### src/rtl/lwdf_pkg.sv
package lwdf_pkg;

    // Sequencer states of the shared adaptor
    typedef enum logic [1:0] {
        ST_IDLE = 2'd0,
        ST_BRA  = 2'd1,
        ST_BRB  = 2'd2,
        ST_EMIT = 2'd3
    } seq_state_t;

endpackage

### src/rtl/lwdf_csd_mul.sv
// Signed-digit constant multiply: shifted operand copies summed in carry-save form.
module lwdf_csd_mul #(
    parameter int N = 14,
    parameter int F = 8
) (
    input  logic [N-1:0] opnd,
    input  logic [F-1:0] pos_mask,
    input  logic [F-1:0] neg_mask,
    output logic [N-1:0] cs_sum,
    output logic [N-1:0] cs_carry
);

    logic [N-1:0] shifted [F];
    logic [N-1:0] term    [F];

    genvar k;
    for (k = 0; k < F; k++) begin : g_digit
        assign shifted[k] = $signed(opnd) >>> (k + 1);
        // negative digits enter as one's complement; the +1 is pre-loaded below
        assign term[k] = pos_mask[k] ? shifted[k]
                       : (neg_mask[k] ? ~shifted[k] : '0);
    end

    always_comb begin
        logic [N-1:0] s, c, ns, nc;
        s = '0;
        for (int i = 0; i < F; i++) begin
            if (neg_mask[i] && !pos_mask[i]) begin
                s = s + N'(1);
            end
        end
        c = '0;
        for (int i = 0; i < F; i++) begin
            ns = s ^ c ^ term[i];
            nc = ((s & c) | (s & term[i]) | (c & term[i])) << 1;
            s  = ns;
            c  = nc;
        end
        cs_sum   = s;
        cs_carry = c;
    end

endmodule

### src/rtl/lwdf_csa_add3.sv
// Three-operand add: one 3:2 compressor row then a single vector-merge adder.
module lwdf_csa_add3 #(
    parameter int N = 14
) (
    input  logic [N-1:0] a,
    input  logic [N-1:0] b,
    input  logic [N-1:0] c,
    input  logic         cin,
    output logic [N-1:0] sum
);

    logic [N-1:0] part_s;
    logic [N-1:0] part_c;

    assign part_s = a ^ b ^ c;
    assign part_c = ((a & b) | (a & c) | (b & c)) << 1;
    assign sum    = part_s + part_c + {{(N-1){1'b0}}, cin};

endmodule

### src/rtl/lwdf_adaptor.sv
// One-multiplier first-order allpass adaptor working on the negated z^-2 delay.
module lwdf_adaptor #(
    parameter int N = 14,
    parameter int F = 8
) (
    input  logic [N-1:0] x_in,
    input  logic [N-1:0] r_old,
    input  logic [F-1:0] pos_mask,
    input  logic [F-1:0] neg_mask,
    output logic [N-1:0] y_out,
    output logic [N-1:0] r_new
);

    logic [N-1:0] diff;
    logic [N-1:0] m_sum;
    logic [N-1:0] m_carry;

    // the delayed wave is -r_old, so x - (-r_old) = x + r_old
    assign diff = x_in + r_old;

    lwdf_csd_mul #(.N(N), .F(F)) u_mul (
        .opnd     (diff),
        .pos_mask (pos_mask),
        .neg_mask (neg_mask),
        .cs_sum   (m_sum),
        .cs_carry (m_carry)
    );

    // y = t - r_old
    lwdf_csa_add3 #(.N(N)) u_add_y (
        .a   (m_sum),
        .b   (m_carry),
        .c   (~r_old),
        .cin (1'b1),
        .sum (y_out)
    );

    // next register = t + x
    lwdf_csa_add3 #(.N(N)) u_add_r (
        .a   (m_sum),
        .b   (m_carry),
        .c   (x_in),
        .cin (1'b0),
        .sum (r_new)
    );

endmodule

### src/rtl/lwdf_hilbert.sv
module lwdf_hilbert
    import lwdf_pkg::*;
#(
    parameter int             IN_W  = 12,
    parameter int             GUARD = 2,
    parameter int             FRAC  = 8,
    parameter logic [FRAC-1:0] A_POS = 8'b0000_0101,
    parameter logic [FRAC-1:0] A_NEG = 8'b0001_0000,
    parameter logic [FRAC-1:0] B_POS = 8'b0010_0100,
    parameter logic [FRAC-1:0] B_NEG = 8'b0000_0000,
    localparam int            N     = IN_W + GUARD
) (
    input  logic            clk,
    input  logic            rst_n,
    input  logic            in_valid,
    input  logic [IN_W-1:0] in_sample,
    output logic            out_valid,
    output logic [N-1:0]    out_re,
    output logic [N-1:0]    out_im
);

    seq_state_t state;
    seq_state_t state_nx;

    logic [N-1:0] x_hold;
    logic [N-1:0] ra1, ra2, rb1, rb2;
    logic [N-1:0] ya_hold, yb_del;
    logic [N-1:0] re_q, im_q;

    logic          sel_b;
    logic [N-1:0]  r_sel;
    logic [FRAC-1:0] pos_sel, neg_sel;
    logic [N-1:0]  y_adp, r_adp;
    logic [N-1:0]  neg_yb;

    // state register
    always_ff @(posedge clk or negedge rst_n) begin
        if (!rst_n) state <= ST_IDLE;
        else        state <= state_nx;
    end

    // transitions
    always_comb begin
        state_nx = state;
        unique case (state)
            ST_IDLE: if (in_valid) state_nx = ST_BRA;
            ST_BRA:  state_nx = ST_BRB;
            ST_BRB:  state_nx = ST_EMIT;
            ST_EMIT: state_nx = ST_IDLE;
            default: state_nx = ST_IDLE;
        endcase
    end

    // shared adaptor operand selection
    assign sel_b   = (state == ST_BRB);
    assign r_sel   = sel_b ? rb2   : ra2;
    assign pos_sel = sel_b ? B_POS : A_POS;
    assign neg_sel = sel_b ? B_NEG : A_NEG;
    assign neg_yb  = '0 - yb_del;

    lwdf_adaptor #(.N(N), .F(FRAC)) u_adp (
        .x_in     (x_hold),
        .r_old    (r_sel),
        .pos_mask (pos_sel),
        .neg_mask (neg_sel),
        .y_out    (y_adp),
        .r_new    (r_adp)
    );

    // datapath registers
    always_ff @(posedge clk or negedge rst_n) begin
        if (!rst_n) begin
            x_hold  <= '0;
            ra1     <= '0;
            ra2     <= '0;
            rb1     <= '0;
            rb2     <= '0;
            ya_hold <= '0;
            yb_del  <= '0;
            re_q    <= '0;
            im_q    <= '0;
        end else begin
            unique case (state)
                ST_IDLE: begin
                    if (in_valid) x_hold <= {{GUARD{in_sample[IN_W-1]}}, in_sample};
                end
                ST_BRA: begin
                    ya_hold <= y_adp;
                    ra2     <= ra1;
                    ra1     <= r_adp;
                end
                ST_BRB: begin
                    im_q   <= $signed(ya_hold) >>> 1;
                    re_q   <= $signed(neg_yb) >>> 1;
                    yb_del <= y_adp;
                    rb2    <= rb1;
                    rb1    <= r_adp;
                end
                ST_EMIT: begin
                end
                default: begin
                end
            endcase
        end
    end

    // outputs
    always_comb begin
        out_valid = (state == ST_EMIT);
        out_re    = re_q;
        out_im    = im_q;
    end

endmodule

### config.mk
export PLATFORM = sky130hd
export DESIGN_NAME = lwdf_hilbert
export DESIGN_NICKNAME = d
export VERILOG_FILES = /design/src/rtl/lwdf_pkg.sv /design/src/rtl/lwdf_csd_mul.sv /design/src/rtl/lwdf_csa_add3.sv /design/src/rtl/lwdf_adaptor.sv /design/src/rtl/lwdf_hilbert.sv
export SDC_FILE = /design/constraint.sdc
export NUM_CORES = 1
export LEC_CHECK = 0
export CORE_ASPECT_RATIO = 0.5
export CORE_MARGIN = 8
export CORE_UTILIZATION = 60
export DETAILED_ROUTE_END_ITERATION = 12
export PLACE_DENSITY = 0.79
export SYNTH_ARGS = -nofsm -noshare
export SYNTH_HDL_FRONTEND = slang
export SYNTH_SLANG_ARGS = --single-unit
### constraint.sdc
create_clock -name clk -period 23.2 [get_ports clk]
set_input_delay 2.32 -clock clk [delete_from_list [all_inputs] [get_ports clk]]
set_output_delay 2.32 -clock clk [all_outputs]
set_load 0.05 [all_outputs]
**Yosys cells after proc, flatten, opt, wreduce, memory -nomap -nowiden**

Cells that the tools add are included.

- Flip-flop bits (word level): 124
- Output and inout bits: 29

- Add/subtract/negate cells: 12
- Equal/unequal tests: 4
- Muxes and demuxes: 29
- Bitwise operators: 72
- Reduce and logical (&&, ||, !) cells: 18

Operators by type and width:

| kind | number |
|---|---|
| $and A13 B13 Y13 | 27 |
| $mux W14 | 24 |
| $xor A14 B14 Y14 | 18 |
| $or A13 B13 Y13 | 18 |
| $not A14 Y14 | 9 |
| $add A14 B1 Y14 const B | 8 |
| $add A14 B14 Y14 | 3 |
| $sub A1 B14 Y14 const A | 1 |
| $pmux W2 S4 | 1 |
| $logic_not A1 Y1 | 6 |
| $mux W6 | 1 |
| $logic_and A1 B1 Y1 | 5 |
| $mux W5 | 1 |
| $eq A2 B2 Y1 const B | 2 |
| $logic_and A1 B1 Y1 const A | 3 |
| $eq A2 B1 Y1 const B | 1 |
| $logic_not A1 Y1 const A | 2 |
| $logic_not A2 Y1 | 1 |
| $mux W2 | 1 |
| $ne A2 B2 Y1 const B | 1 |
| $reduce_and A2 Y1 | 1 |
| $mux W1 | 1 |

**Logic depth before layout (Yosys ltp)**

- Depth after elaboration: 46
- Depth in mapped cells: 32
- Mapped depth without buffers: 29

**Cells and area by module**

Synthesis repeated with hierarchy kept, for this count alone.

- Cells, all modules: 1139
- Area total of the unflattened synthesis: 11507.3 µm²

By module, submodules not included:

| module | times used | cells each | area an instance (µm²) | seq. area each (µm²) |
|---|---|---|---|---|
| lwdf_hilbert | 1 | 330 | 5059.9 | 3078.0 |
| lwdf_csd_mul | 1 | 463 | 3666.0 | 0.0 |
| lwdf_csa_add3 | 2 | 111 | 989.7 | 0.0 |
| lwdf_adaptor | 1 | 124 | 802.0 | 0.0 |

**Worst setup path after synthesis**

OpenSTA, ideal clock, no wires.

- Kind: register to register
- Start: reg state[0]
- End: reg ra1[13]
- Setup time: 0.120 ns
- Arrival: 7.194 ns
- Data required time: 23.080 ns
- Setup slack: 15.886 ns
- Stages on the path, launching flop included: 29
- Path through: dfrtp_1 -> inv_1 -> ha_1 -> buf_6 -> clkbuf_1 -> mux2_2 -> ha_1 -> nor2b_1 -> o21ai_0 -> a21boi_1 -> o21a_1 -> nor3_1 -> nor2_1 -> ha_1 -> ha_1 -> fa_1 -> inv_1 -> fa_1 -> inv_1 -> ha_1 -> ha_1 -> fa_1 -> ha_1 -> a21o_1 -> nand4_1 -> a21oi_2 -> o311a_1 -> or3_1 -> a31o_2

- Longest elaborated chain between the ends: 45
- Elaborated cells on any way between the ends: 109
- Those cells by class: 9 x add/sub; 2 x eq/ne; 27 x mux; 66 x bitwise; 5 x reduce/logical

RTL lines:

| item | RTL line | RTL |
|---|---|---|
| from (decl) | lwdf_hilbert.sv:22 | `seq_state_t state;` |
| from (signal assigned) | lwdf_hilbert.sv:39 | `else state <= state_nx;` |
| $eq A2 B2 Y1 | lwdf_hilbert.sv:55 | `assign sel_b = (state == ST_BRB);` |
| $mux W6 | lwdf_hilbert.sv:57 | `assign pos_sel = sel_b ? B_POS : A_POS;` |
| $logic_not A1 Y1 | lwdf_csd_mul.sv:28 | `if (neg_mask[i] && !pos_mask[i]) begin` |
| $logic_and A1 B1 Y1 | lwdf_csd_mul.sv:28 |  |
| $mux W1 | lwdf_csd_mul.sv:28 |  |
| $add A14 B1 Y14 | lwdf_csd_mul.sv:29 | `s = s + N'(1);` |
| $mux W14 | lwdf_csd_mul.sv:28 |  |
| $add A14 B1 Y14 | lwdf_csd_mul.sv:29 |  |
| [25 not listed] | -- |  |
| $or A13 B13 Y13 (2 in a row) | lwdf_csd_mul.sv:35 | `nc = ((s & c) \| (s & term[i]) \| (c & term[i])) << 1;` |
| $and A13 B13 Y13 | lwdf_csd_mul.sv:35 |  |
| $or A13 B13 Y13 (2 in a row) | lwdf_csd_mul.sv:35 |  |
| $and A13 B13 Y13 | lwdf_csd_mul.sv:35 |  |
| $or A13 B13 Y13 (2 in a row) | lwdf_csd_mul.sv:35 |  |
| $and A13 B13 Y13 | lwdf_csa_add3.sv:16 | `assign part_c = ((a & b) \| (a & c) \| (b & c)) << 1;` |
| $or A13 B13 Y13 (2 in a row) | lwdf_csa_add3.sv:16 |  |
| $add A14 B14 Y14 | lwdf_csa_add3.sv:17 | `assign sum = part_s + part_c + {{(N-1){1'b0}}, cin};` |
| to (signal assigned) | lwdf_hilbert.sv:90 | `ra1 <= r_adp;` |
| to (decl) | lwdf_hilbert.sv:26 | `logic [N-1:0] ra1, ra2, rb1, rb2;` |

Parallel ways exist; a longest one is shown, timed or not.
A chain may end at the register's enable or synchronous reset.

**Worst setup path in the final report**

- Start: reg state[0]
- End: reg ra1[12]

Same word-level chain as after synthesis.

==> results_dict.tcl <==
set metrics [dict create \
    grt_pass1_wl_mm 32.0 \
    place_hpwl_mm 14.1 \
    rsz0062_at_grt "false" \
    antenna_found_initial 0 \
    worst-endpoint-arrival_ns 8.70 \
    synth_area_per_cell_um2 11.6 \
    end_kind "flip-flop" \
    fin_skew_ns 0.00774 \
    async_flop_share_pct 100 \
    max_cap_violations 0 \
    synth-main-ff-cell "dfrtp_1" \
    first_iter_violations 354 \
    port_buffers 43 \
    path_clk_slew_ns 0.06 \
    vias 6056 \
    min_path_type "flip-flop to flip-flop" \
    antennaDiodeCount 0 \
    synth_top_area_share_pct 34.5 \
    synth_edf_count 0 \
    critPathKind "flip-flop to flip-flop" \
    tns_ns 0 \
    clock-root-buffer "clkbuf_16" \
    cp_max_fo 63 \
    multiInputGateArea_um2 5510 \
    numCtsBuffers 17 \
    fillers 1033 \
    regArea_um2 3080 \
    syn_inst 772 \
    required_ns 23.56 \
    cts_hold_buf 0 \
    grt_pass1_vias 6334 \
    first_pass_iters 5 \
    fp.dieW_um 188 \
    ys_seq_area_share_pct 34.5 \
    final_cell_mix "123 x dfrtp_1, 113 x mux2_2, 98 x ha_1" \
    htreeDepth 4 \
    cts_buffer_depth 2 \
    netlist_area_um2 8920 \
    cts.sinks 123 \
    dieArea_um2 19300 \
    drive_gt1_share_pct 20.8 \
    syn_nets 933 \
    synth_cell_types 62 \
    synth_area_leaders "dfrtp_1 35%, mux2_2 14%, ha_1 14%, fa_1 10%, xnor2_1 3.0%" \
    tritoncts "done" \
    gp_congestion 0.926 \
    dp_cells 989 \
    wl_mm 19.4 \
    via_per_inst 5.93 \
    start_util_pct 61.5 \
    syn_to_final_growth_pct 13.3 \
    tightest_slew_ns 0.834 \
    ctsResizeCount 0 \
    gr-total-overflow 0 \
    nNetsFinal 971 \
    finalHoldViolations 0 \
    clkLatencyLatePin_ns 0.42 \
    post_cts_buffers 0 \
    period_share_pct 36.0 \
    ant_nets 0 \
    avgRoutedWirePerCell_um 19.0 \
    drc 0 \
    finalSetupViolations 0 \
    cp-start-kind "flip-flop" \
    stdcell_count 1021 \
    slew_viol_final 0 \
    gr-usage-all-layers_pct 20.9 \
    relSlewSlack_pct 44.1 \
    die_h_um 102 \
    timing.fmax_mhz 120 \
    core_area_um2 14500 \
    num_rows 31 \
    grt_max_degree 64 \
    yosysWarnings 0 \
    fin_crit_ns 8.34 \
    layout_commonest_cell "dfrtp_1" \
    pin_count 44 \
    status "complete, no violations" \
    ys_ff_latch 123 \
    yosysTopAreaCell "dfrtp_1" \
]
kinds of logic (layout without fill, tap and decap cells):
logic type | after synthesis | after routing | synth area share, %
flops | 123 | 123 | 34.5
mux | 120 | 120 | 15.2
fa+ha+maj | 146 | 146 | 24.3
xor+xnor | 45 | 45 | 4.50
buf+inv | 86 | 137 | 3.87
compound gates | 119 | 119 | 9.90
simple gates | 133 | 133 | 7.67
Yosys cell counts, types with 3 or more instances:
cell type and instances:
o211ai_1 4, xnor2_1 31, o31ai_1 7, nand2_1 33
nor2_1 29, o21a_1 15, o21ai_0 10, clkbuf_1 18
dfrtp_1 123, nor2b_1 8, and3_1 3, nand2b_1 4
nor3_2 3, inv_1 58, a21o_1 18, nand4_1 7
or3_1 3, a211oi_1 4, a31oi_1 4, buf_1 5
o311a_1 3, and2_1 9, mux2_2 113, fa_1 46
xor2_1 13, ha_1 100, nand3_1 11, o21bai_1 4
nor3_1 13, a21oi_1 27, mux2i_1 5
state kept, by name, summed over array words and instances, names as in the netlist:
name / flops
x_hold: 12
ra2: 14
ya_hold: 13
out_re: 13
ra1: 14
yb_del: 14
out_im: 13
rb2: 14
state: 2
rb1: 14
cell type report:
type	instances	area share [%]
sequential	123	30.4
clock inverter	14	1.58
multi-input combinational	563	54.5
clock buffer	18	4.34
inverter	59	2.19
timing repair buffer	46	4.46
tap	198	2.45
path summary, 6_finish.rpt:
check | start | end | slack, ns | cells after the start
worst max-delay path | state[0] | ra1[12] | 14.86 | 25
worst min-delay path | rb1[11] | rb1[11] | 0.50 | 2
worst max register to register | state[0] | ra1[12] | 14.86 | 25
worst min register to register | rb1[11] | rb1[11] | 0.50 | 2
max in group asynchronous | rst_n | ya_hold[8] | 19.93 | 2
min in group asynchronous | rst_n | rb1[1] | 1.99 | 1
routing by layer:
layer | vias to the layer above | global-route usage, % | wire length [µm]
met1 | 3050 | 27.5 | 9070
met5 | - | 0 | 0
met2 | 177 | 33.6 | 8700
met4 | 0 | 6.39 | 263
li1 | 2804 | - | -
met3 | 25 | 5.62 | 1330
through the flow:
| stage | area (µm²) | utilization [%] | setup WS, ns | hold WS (ns) |
|---|---|---|---|---|
| finish | 10100 | 69.7 | 14.86 | 0.501 |
| floorplan | 8920 | - | 15.89 | 0.446 |
| global route | 10100 | 69.7 | 14.39 | 0.518 |
| global placement | 9510 | 65.6 | 15.05 | 0.470 |
| detailed placement | 9510 | 65.6 | 14.92 | 0.478 |
| CTS | 10100 | 69.7 | 14.87 | 0.504 |
critical path, stage by stage (launching register included):
cell       delay (ns)
dfrtp_1          0.40
inv_1            0.19
ha_4             0.54
buf_4            0.75
mux2_2           0.45
ha_1             0.36
inv_1            0.11
and3_1           0.15
a2111oi_0        0.44
o311ai_2         0.25
ha_1             0.33
ha_1             0.29
fa_1             0.53
fa_1             0.43
ha_1             0.29
ha_1             0.33
inv_1            0.08
fa_1             0.53
inv_1            0.04
ha_1             0.39
o21ai_0          0.16
a211oi_2         0.31
o31a_1           0.21
a31oi_1          0.09
or4_1            0.50
nand3_1          0.09
Power is left out: the tool's default activity adds up to more than one toggle a clock period on the data nets, which glitch-free logic cannot reach.
